===== config.mk =====
export PLATFORM = sky130hd
export DESIGN_NAME = core_boot_ctrl
export DESIGN_NICKNAME = d
export VERILOG_FILES = /design/src/rtl/cbc_pkg.sv /design/src/rtl/cbc_regfile.sv /design/src/rtl/cbc_action.sv /design/src/rtl/core_boot_ctrl.sv
export SDC_FILE = /design/constraint.sdc
export NUM_CORES = 1
export LEC_CHECK = 0
export BUFFER_PORTS_ARGS = -buffer_cell sky130_fd_sc_hd__buf_4
export CAP_MARGIN = 20
export CORE_UTILIZATION = 51
export DETAILED_ROUTE_END_ITERATION = 10
export GPL_TIMING_DRIVEN = 0
export PLACE_DENSITY = 0.72
export SYNTH_ARGS = -nofsm -noshare
export SYNTH_HDL_FRONTEND = slang
export SYNTH_SLANG_ARGS = --single-unit

===== constraint.sdc =====
create_clock -name clk -period 4.6 [get_ports clk]
set_clock_uncertainty 0.2 [all_clocks]
set_input_delay 0.23 -clock clk [delete_from_list [all_inputs] [get_ports clk]]
set_output_delay 0.23 -clock clk [all_outputs]
set_load 0.02 [all_outputs]

===== src/rtl/cbc_pkg.sv =====
`timescale 1ns/1ps
package cbc_pkg;
    parameter int unsigned DATA_W    = 32;
    parameter int unsigned ADDR_W    = 12;
    parameter int unsigned NUM_REGS  = 16;
    parameter int unsigned NUM_CORES = 4;
    parameter int unsigned NUM_PERIPH = 2;

    localparam int unsigned IDX_W     = ADDR_W - 2;
    localparam int unsigned SEL_W     = $clog2(NUM_REGS);
    localparam int unsigned IDX_CTRL  = 0;
    localparam int unsigned IDX_RSTAT = 2;
    localparam int unsigned IDX_IMASK = 4;
    localparam int unsigned IDX_GPR1  = 6;

    typedef logic [DATA_W-1:0]    word_t;
    typedef logic [NUM_CORES-1:0] core_vec_t;

    localparam word_t CTRL_INIT  = 32'h0000_0521;
    localparam word_t RSTAT_INIT = 32'h0000_0001;
    localparam word_t IMASK_INIT = 32'h0000_001F;

    // Control bit map; entry 0 of the enable table is unused (core 0 is always on)
    localparam int unsigned CORE_RST_BIT [NUM_CORES]  = '{13, 14, 15, 16};
    localparam int unsigned CORE_EN_BIT  [NUM_CORES]  = '{0, 22, 23, 24};
    localparam int unsigned PERIPH_BIT   [NUM_PERIPH] = '{3, 12};

    typedef struct packed {
        core_vec_t start;
        core_vec_t stop;
        core_vec_t rst;
    } core_req_t;

    // General-purpose word 2N+1 holds the boot address of core N
    function automatic int unsigned boot_idx(int unsigned core);
        return IDX_GPR1 + 2 * core;
    endfunction

    // General-purpose word 2N+2 holds the context word of core N
    function automatic int unsigned ctx_idx(int unsigned core);
        return IDX_GPR1 + 2 * core + 1;
    endfunction

    function automatic word_t init_value(int unsigned idx);
        case (idx)
            IDX_CTRL:  return CTRL_INIT;
            IDX_RSTAT: return RSTAT_INIT;
            IDX_IMASK: return IMASK_INIT;
            default:   return '0;
        endcase
    endfunction
endpackage


===== src/rtl/cbc_regfile.sv =====
`timescale 1ns/1ps
module cbc_regfile
    import cbc_pkg::*;
(
    input  logic             clk,
    input  logic             rst,
    input  logic             wr_en,
    input  logic [SEL_W-1:0] wr_sel,
    input  word_t            wr_data,
    input  logic             ctrl_load,
    input  word_t            ctrl_next,
    input  logic             rd_ok,
    input  logic [SEL_W-1:0] rd_sel,
    output word_t            rd_data,
    output word_t            regs_o [NUM_REGS]
);
    word_t regs_q [NUM_REGS];

    generate
        for (genvar i = 0; i < NUM_REGS; i++) begin : g_word
            if (i == IDX_CTRL) begin : g_ctrl
                always_ff @(posedge clk) begin
                    if (rst)            regs_q[i] <= init_value(i);
                    else if (ctrl_load) regs_q[i] <= ctrl_next;
                end
            end else begin : g_plain
                always_ff @(posedge clk) begin
                    if (rst)                                     regs_q[i] <= init_value(i);
                    else if (wr_en && wr_sel == SEL_W'(i))       regs_q[i] <= wr_data;
                end
            end
            assign regs_o[i] = regs_q[i];
        end
    endgenerate

    assign rd_data = rd_ok ? regs_q[rd_sel] : '0;
endmodule


===== src/rtl/cbc_action.sv =====
`timescale 1ns/1ps
module cbc_action
    import cbc_pkg::*;
(
    input  logic      clk,
    input  logic      rst,
    input  logic      wr_ctrl,
    input  word_t     wdata,
    input  word_t     ctrl_q,
    input  core_vec_t ack,
    output word_t     ctrl_next,
    output logic      ctrl_load,
    output core_req_t req_q
);
    word_t     chg;
    core_vec_t en_chg;
    core_req_t req_d;

    always_comb begin
        chg       = ctrl_q ^ wdata;
        ctrl_next = wr_ctrl ? wdata : ctrl_q;
        req_d     = '0;
        en_chg    = '0;
        for (int c = 0; c < NUM_CORES; c++) begin
            if (c != 0) en_chg[c] = wr_ctrl && chg[CORE_EN_BIT[c]];
            req_d.start[c] = en_chg[c] && wdata[CORE_EN_BIT[c]];
            req_d.stop[c]  = en_chg[c] && !wdata[CORE_EN_BIT[c]];
            // an enable change consumes this core's reset-bit change
            req_d.rst[c]   = wr_ctrl && chg[CORE_RST_BIT[c]] && !en_chg[c];
        end
        for (int p = 0; p < NUM_PERIPH; p++) begin
            if (wr_ctrl && chg[PERIPH_BIT[p]]) ctrl_next[PERIPH_BIT[p]] = 1'b0;
        end
        for (int c = 0; c < NUM_CORES; c++) begin
            if (ack[c]) ctrl_next[CORE_RST_BIT[c]] = 1'b0;
        end
    end

    assign ctrl_load = wr_ctrl || (|ack);

    always_ff @(posedge clk) begin
        if (rst) req_q <= '0;
        else     req_q <= req_d;
    end


    start_stop_excl_chk: assert property (@(posedge clk) disable iff (rst)
        (req_q.start & req_q.stop) == '0);


    rst_vs_enable_chk: assert property (@(posedge clk) disable iff (rst)
        (req_q.rst & (req_q.start | req_q.stop) & core_vec_t'(4'b1110)) == '0);


    start_single_chk: assert property (@(posedge clk) disable iff (rst)
        (req_q.start != '0) |=> (($past(req_q.start) & req_q.start) == '0));
endmodule


===== src/rtl/core_boot_ctrl.sv =====
`timescale 1ns/1ps
module core_boot_ctrl
    import cbc_pkg::*;
(
    input  logic                        clk,
    input  logic                        rst,
    input  logic [ADDR_W-1:0]           bus_addr,
    input  logic                        bus_we,
    input  logic [DATA_W-1:0]           bus_wdata,
    output logic [DATA_W-1:0]           bus_rdata,
    output logic                        bus_err,
    input  logic [NUM_CORES-1:0]        core_ack,
    output logic [NUM_CORES-1:0]        core_start,
    output logic [NUM_CORES-1:0]        core_stop,
    output logic [NUM_CORES-1:0]        core_rst_req,
    output logic [NUM_CORES*DATA_W-1:0] core_boot_addr,
    output logic [NUM_CORES*DATA_W-1:0] core_ctx
);
    logic [IDX_W-1:0] idx;
    logic             hit;
    logic [SEL_W-1:0] sel;
    logic             wr_ok;
    logic             wr_ctrl;
    logic             err_q;
    word_t            ctrl_next;
    logic             ctrl_load;
    core_req_t        req_q;
    word_t            regs [NUM_REGS];

    assign idx     = bus_addr[ADDR_W-1:2];
    assign hit     = (idx < IDX_W'(NUM_REGS)) && (bus_addr[1:0] == 2'b00);
    assign sel     = idx[SEL_W-1:0];
    assign wr_ok   = bus_we && hit;
    assign wr_ctrl = wr_ok && (sel == SEL_W'(IDX_CTRL));

    always_ff @(posedge clk) begin
        if (rst) err_q <= 1'b0;
        else     err_q <= bus_we && !hit;
    end
    assign bus_err = err_q;

    cbc_regfile u_regs (
        .clk       (clk),
        .rst       (rst),
        .wr_en     (wr_ok),
        .wr_sel    (sel),
        .wr_data   (bus_wdata),
        .ctrl_load (ctrl_load),
        .ctrl_next (ctrl_next),
        .rd_ok     (hit),
        .rd_sel    (sel),
        .rd_data   (bus_rdata),
        .regs_o    (regs)
    );

    cbc_action u_act (
        .clk       (clk),
        .rst       (rst),
        .wr_ctrl   (wr_ctrl),
        .wdata     (bus_wdata),
        .ctrl_q    (regs[IDX_CTRL]),
        .ack       (core_ack),
        .ctrl_next (ctrl_next),
        .ctrl_load (ctrl_load),
        .req_q     (req_q)
    );

    assign core_start   = req_q.start;
    assign core_stop    = req_q.stop;
    assign core_rst_req = req_q.rst;

    generate
        for (genvar c = 0; c < NUM_CORES; c++) begin : g_core
            if (c == 0) begin : g_boot_core
                assign core_boot_addr[c*DATA_W +: DATA_W] = '0;
                assign core_ctx[c*DATA_W +: DATA_W]       = '0;
            end else begin : g_sec_core
                assign core_boot_addr[c*DATA_W +: DATA_W] = regs[boot_idx(c)];
                assign core_ctx[c*DATA_W +: DATA_W]       = regs[ctx_idx(c)];
            end


            ack_clear_chk: assert property (@(posedge clk) disable iff (rst)
                core_ack[c] |=> !regs[IDX_CTRL][CORE_RST_BIT[c]]);
        end

        for (genvar p = 0; p < NUM_PERIPH; p++) begin : g_periph

            periph_clear_chk: assert property (@(posedge clk) disable iff (rst)
                (wr_ctrl && (regs[IDX_CTRL][PERIPH_BIT[p]] != bus_wdata[PERIPH_BIT[p]]))
                |=> !regs[IDX_CTRL][PERIPH_BIT[p]]);
        end
    endgenerate


    bad_write_err_chk: assert property (@(posedge clk) disable iff (rst)
        (bus_we && !hit) |=> bus_err);


    err_single_chk: assert property (@(posedge clk) disable iff (rst)
        (bus_err && !$past(bus_we && !hit)) == 1'b0);
endmodule


; Word-level counts from Yosys, hierarchy flattened
; Memory sizes are Yosys's and may differ from the RTL's.
; Cells that the tools add are included.
; W data, S select, Z words.
[word_totals]
register_bits = 13
mem_bits_rw = 512
out_inout_bits = 301
n_memories = 1
in_bits = 51
[mem_list]
columns = memory, words, width, rd, rd_ports_with_merged_regs, write_ports, line_no
row1 = u_regs.regs_q, 16, 32, 8, 0, 16, cbc_regfile.sv:17  ; word_t regs_q [NUM_REGS];
[op_classes]
n_reduce_logical = 48
n_eq_ne = 15
bitwise_logic = 17
n_lt_le_gt_ge = 1
mux = 74
[ops]
columns = op, n
row1 = $mux W32, 18
row2 = $mux W1, 56
row3 = $logic_and A1 B1 Y1, 37
row4 = $eq A4 B4 Y1 const B, 8
row5 = $xor A25 B25 Y25, 1
row6 = $eq A4 B3 Y1 const B, 4
row7 = $or A1 B1 Y1, 16
row8 = $lt A10 B5 Y1 const B, 1
row9 = $eq A4 B2 Y1 const B, 2
row10 = $logic_not A1 Y1, 7
row11 = $eq A4 B1 Y1 const B, 1
row12 = $logic_not A4 Y1, 1
row13 = $reduce_or A4 Y1, 1
row14 = $logic_not A2 Y1, 1
row15 = $logic_or A1 B1 Y1, 1

; Longest topological paths before layout
[logic_depth]
ltp_word = 9
ltp_mapped = 7

; Modules after synthesis
; From an unflattened synthesis, not the netlist that was laid out.
[hier_totals]
cells_unflattened = 1841
hier_area_um2 = 25396.9
[by_module_without_submodules]
columns = module, instances, cells_each, area_per_inst_um2, seq_area_each_um2
row1 = cbc_regfile, 1, 1689, 23902.9, 15374.7
row2 = cbc_action, 1, 77, 920.9, 200.2
row3 = core_boot_ctrl, 1, 75, 573.0, 20.0

; Worst setup path after synthesis
; Ideal clock, no wire load.
[synth_timing]
path_kind = in2reg
startpoint = input port bus_addr[4]
endpoint = memory u_regs.regs_q[12][0] in the netlist's numbering, enable pin
required_time_ns = 4.012
path_stages = 5
setup_slack_ns = 2.147
arrival_ns = 1.865
path_buffers = 2
path_cell_list = buf_2 buf_2 nand2_1 nor2_1 a21o_1
[synth_rtl]
columns = element, line_no
row1 = "start, declared", core_boot_ctrl.sv:7  ; input logic [ADDR_W-1:0] bus_addr,
row2 = "end, declared", cbc_regfile.sv:17

; Worst setup path after layout
[layout_timing]
startpoint = input port bus_addr[11]
endpoint = output port bus_rdata[20]
[layout_via]
elab_chain_len = 3
[layout_lines]
columns = element, line_no
row1 = $lt A10 B5 Y1, core_boot_ctrl.sv:31  ; assign hit = (idx < IDX_W'(NUM_REGS)) && (bus_addr[1:0] == 2'b00);
row2 = $logic_and A1 B1 Y1, core_boot_ctrl.sv:31
row3 = $mux W32, cbc_regfile.sv:36  ; assign rd_data = rd_ok ? regs_q[rd_sel] : '0;
row4 = "end, declared", core_boot_ctrl.sv:10  ; output logic [DATA_W-1:0] bus_rdata,
; Every way passes these cells.

==> flow_summary.json <==
{
  "status": "finished, final reports clean",
  "cp_num_buf_inv": 4,
  "async_flop_share": 0,
  "nets": 2275,
  "synth_top_area_frac": 0.5928,
  "dieArea_um2": 51760,
  "grt_usage": 0.2927,
  "port_buffers": 279,
  "max_freq_mhz": 293.2,
  "yosysTopAreaCell": "edfxtp_1",
  "clk_latency_ps": 600,
  "antenna_found_initial": 1,
  "path_class": "primary input to output port",
  "multiInputGateArea_um2": 8058,
  "clk_path_buf_depth": 3,
  "slew_violations": 0,
  "routed_wirelength_um": 75020,
  "core-area_um2": 50170,
  "synth.most_common_cell": "edfxtp_1",
  "syn_to_final_growth_pct": 21.44,
  "synth_cells": 1773,
  "path_cells": "buf_4 -> nor4_4 -> and2_0 -> clkbuf_1 -> clkbuf_1 -> o21ai_1 -> a21oi_1 -> buf_4",
  "ctsHtreeMaxLevel": 2,
  "wire_per_inst_um": 25.53,
  "fin_crit_sh": 0.7415,
  "setup_tns_ps": 0,
  "post-dp-hpwl_um": 52920,
  "max_stage_delay_ps": 590,
  "layout_setup_ws_ps": 1189,
  "start_kind": "primary input",
  "ys.warnings.count": 0,
  "worstPathMaxFanout": 10,
  "r2r_start": "u_regs.regs_q[0][3]",
  "post-route-min-period_ps": 3411,
  "seq_area_um2": 15600,
  "grt_max_degree": 29,
  "fin_total_pwr_w": 0.01108,
  "dp_slack_ps": 1194,
  "cp.arrival_ps": 2980,
  "path_clk_slew_ps": 60,
  "vias": 16157,
  "slowest_stage": "nor4_4",
  "drt_iter0_drc": 1843,
  "holdWs_ps": 28.54,
  "ys_seq_area_frac": 0.6013,
  "viasPerCell": 5.499,
  "slew_headroom": 0.3065,
  "critPathCaptureType": "output port",
  "yosys-top-cells-area": "edfxtp_1, and2_1, mux4_2, buf_4, mux2_2",
  "fillerInstances": 3710,
  "antenna_left": 0,
  "tritoncts": "yes",
  "start_util": 0.5170,
  "hold_path_class": "primary input to flip-flop",
  "netlist_area_um2": 25940,
  "synth.avg_cell_area_um2": 14.63,
  "cts_resized": 0,
  "routabilityCongestion": 0.8849,
  "clock-sinks": 523,
  "drv_cap": 0,
  "cp.required_ps": 4170,
  "finalHoldViolCount": 0,
  "vdd_drop_max_uv": 254.9,
  "worstSetupStartpoint": "bus_addr[11]",
  "cp_top_family": "buffers and inverters",
  "setup_violations": 0,
  "worst_pin_slew_ps": 1040,
  "hold_start": "bus_addr[0]",
  "first_global_vias": 16039,
  "yosysUniqueCellTypes": 42,
  "die_y_um": 227.5,
  "final_layout_size_suffix_gt1_frac": 0.3916,
  "grt_pass1_wl_um": 105900,
  "p_per_area_nw_per_um2": 351.8,
  "rows": 82,
  "cts_buffers": 52,
  "drc": 0,
  "p_leak_nw": 12.39,
  "synth_common_cells": "edfxtp_1, and2_1, buf_4",
  "synthFlopType": "edfxtp_1",
  "synth_seq_cells": 523,
  "grt_setup_unrepaired": "no",
  "drt_pass1_iterations": 5,
  "synth_edf_count": 512,
  "die_w_um": 227.5,
  "grt_overflow": 0,
  "io_pins": 352,
  "clock-root-buffer": "clkbuf_16"
}
layout by cell type, fill, tap and decap left out, types with 4 or more instances in the layout:
cell type	instances
a21o_2	15
a21oi_1	32
and2_1	496
and3b_1	4
buf_1	5
buf_12	13
buf_2	64
buf_4	540
bufinv_16	4
clkbuf_1	77
clkbuf_16	53
clkbuf_8	5
clkinv_1	9
clkinv_2	8
conb_1	66
dfxtp_1	11
dlygate4sd3_1	38
edfxtp_1	512
mux2_2	35
mux2i_1	32
mux4_2	125
nand2b_1	19
nor2_1	9
nor3_1	5
nor3_4	10
nor3b_1	6
o21ai_1	32
xnor2_1	4
area by class of cell:
| class | instances | area share |
|---|---|---|
| well taps | 672 | 0.02670 |
| clock buffers | 71 | 0.04584 |
| multi-input cells | 919 | 0.2558 |
| flip-flops and latches | 523 | 0.4951 |
| clock inverters | 24 | 0.006992 |
| inverters | 2 | 0.0002384 |
| plain buffers | 394 | 0.08060 |
| repair buffers | 332 | 0.08859 |
| diodes | 1 | 0.00007945 |
stage by stage:
step | util | instance area, um2 | std cells
global route | 0.6277 | 31490 | 2937
detailed placement | 0.5870 | 29450 | 2804
floorplan | - | 26180 | 1838
global placement | 0.5803 | 29120 | 2789
CTS | 0.6277 | 31490 | 2937
finish | 0.6278 | 31500 | 2938
worst paths after layout:
| check | endpoint | slack (ps) | cells past startpoint |
|---|---|---|---|
| setup / recovery | bus_rdata[20] | 1190 | 8 |
| hold / removal | u_regs.regs_q[2][0] | 30 | 5 |
| setup reg to reg | u_regs.regs_q[0][3] | 3330 | 1 |
| hold reg to reg | u_act.req_q[9] | 350 | 1 |
cells by family after synthesis:
| family | share of synthesized area |
|---|---|
| mux | 0.1361 |
| simple gates | 0.1428 |
| flops | 0.6013 |
| compound gates | 0.01910 |
| other cells | 0.0001446 |
| buf+inv | 0.09817 |
| xor+xnor | 0.002364 |
report_power, final:
part	total [W]	switching [W]	leakage [nW]	internal [W]
Clock	0.00423	0.00181	0.820	0.00241
Sequential	0.00558	0.000115	4.96	0.00546
Combinational	0.00127	0.000684	6.61	0.000590
Total	0.0111	0.00261	12.4	0.00847
per-layer routing:
| metal | up-vias | global-route usage | wire [um] |
|---|---|---|---|
| li1 | 6954 | - | - |
| met1 | 8070 | 0.3906 | 28570 |
| met2 | 991 | 0.4743 | 36210 |
| met3 | 140 | 0.06298 | 7814 |
| met4 | 2 | 0.1059 | 2412 |
| met5 | - | 0 | 9 |
tightest hold or removal path: stages:
cell      delay (ps)
buf_4             90
nor4_4            60
nand4b_4         150
nor4_2           110
nand2b_1          80
state kept, by name, indices dropped and copies added (netlist names):
register,count
u_regs.regs_q,512
u_act.req_q,10
bus_err,1
what timing repair did:
item / 4_1_cts / 5_1_grt
hold buffers: 38 / 0
setup buffers: 0 / 0
hold endpoints to repair: 193 / 0
Note: power is estimated with default switching activity, not from simulation.
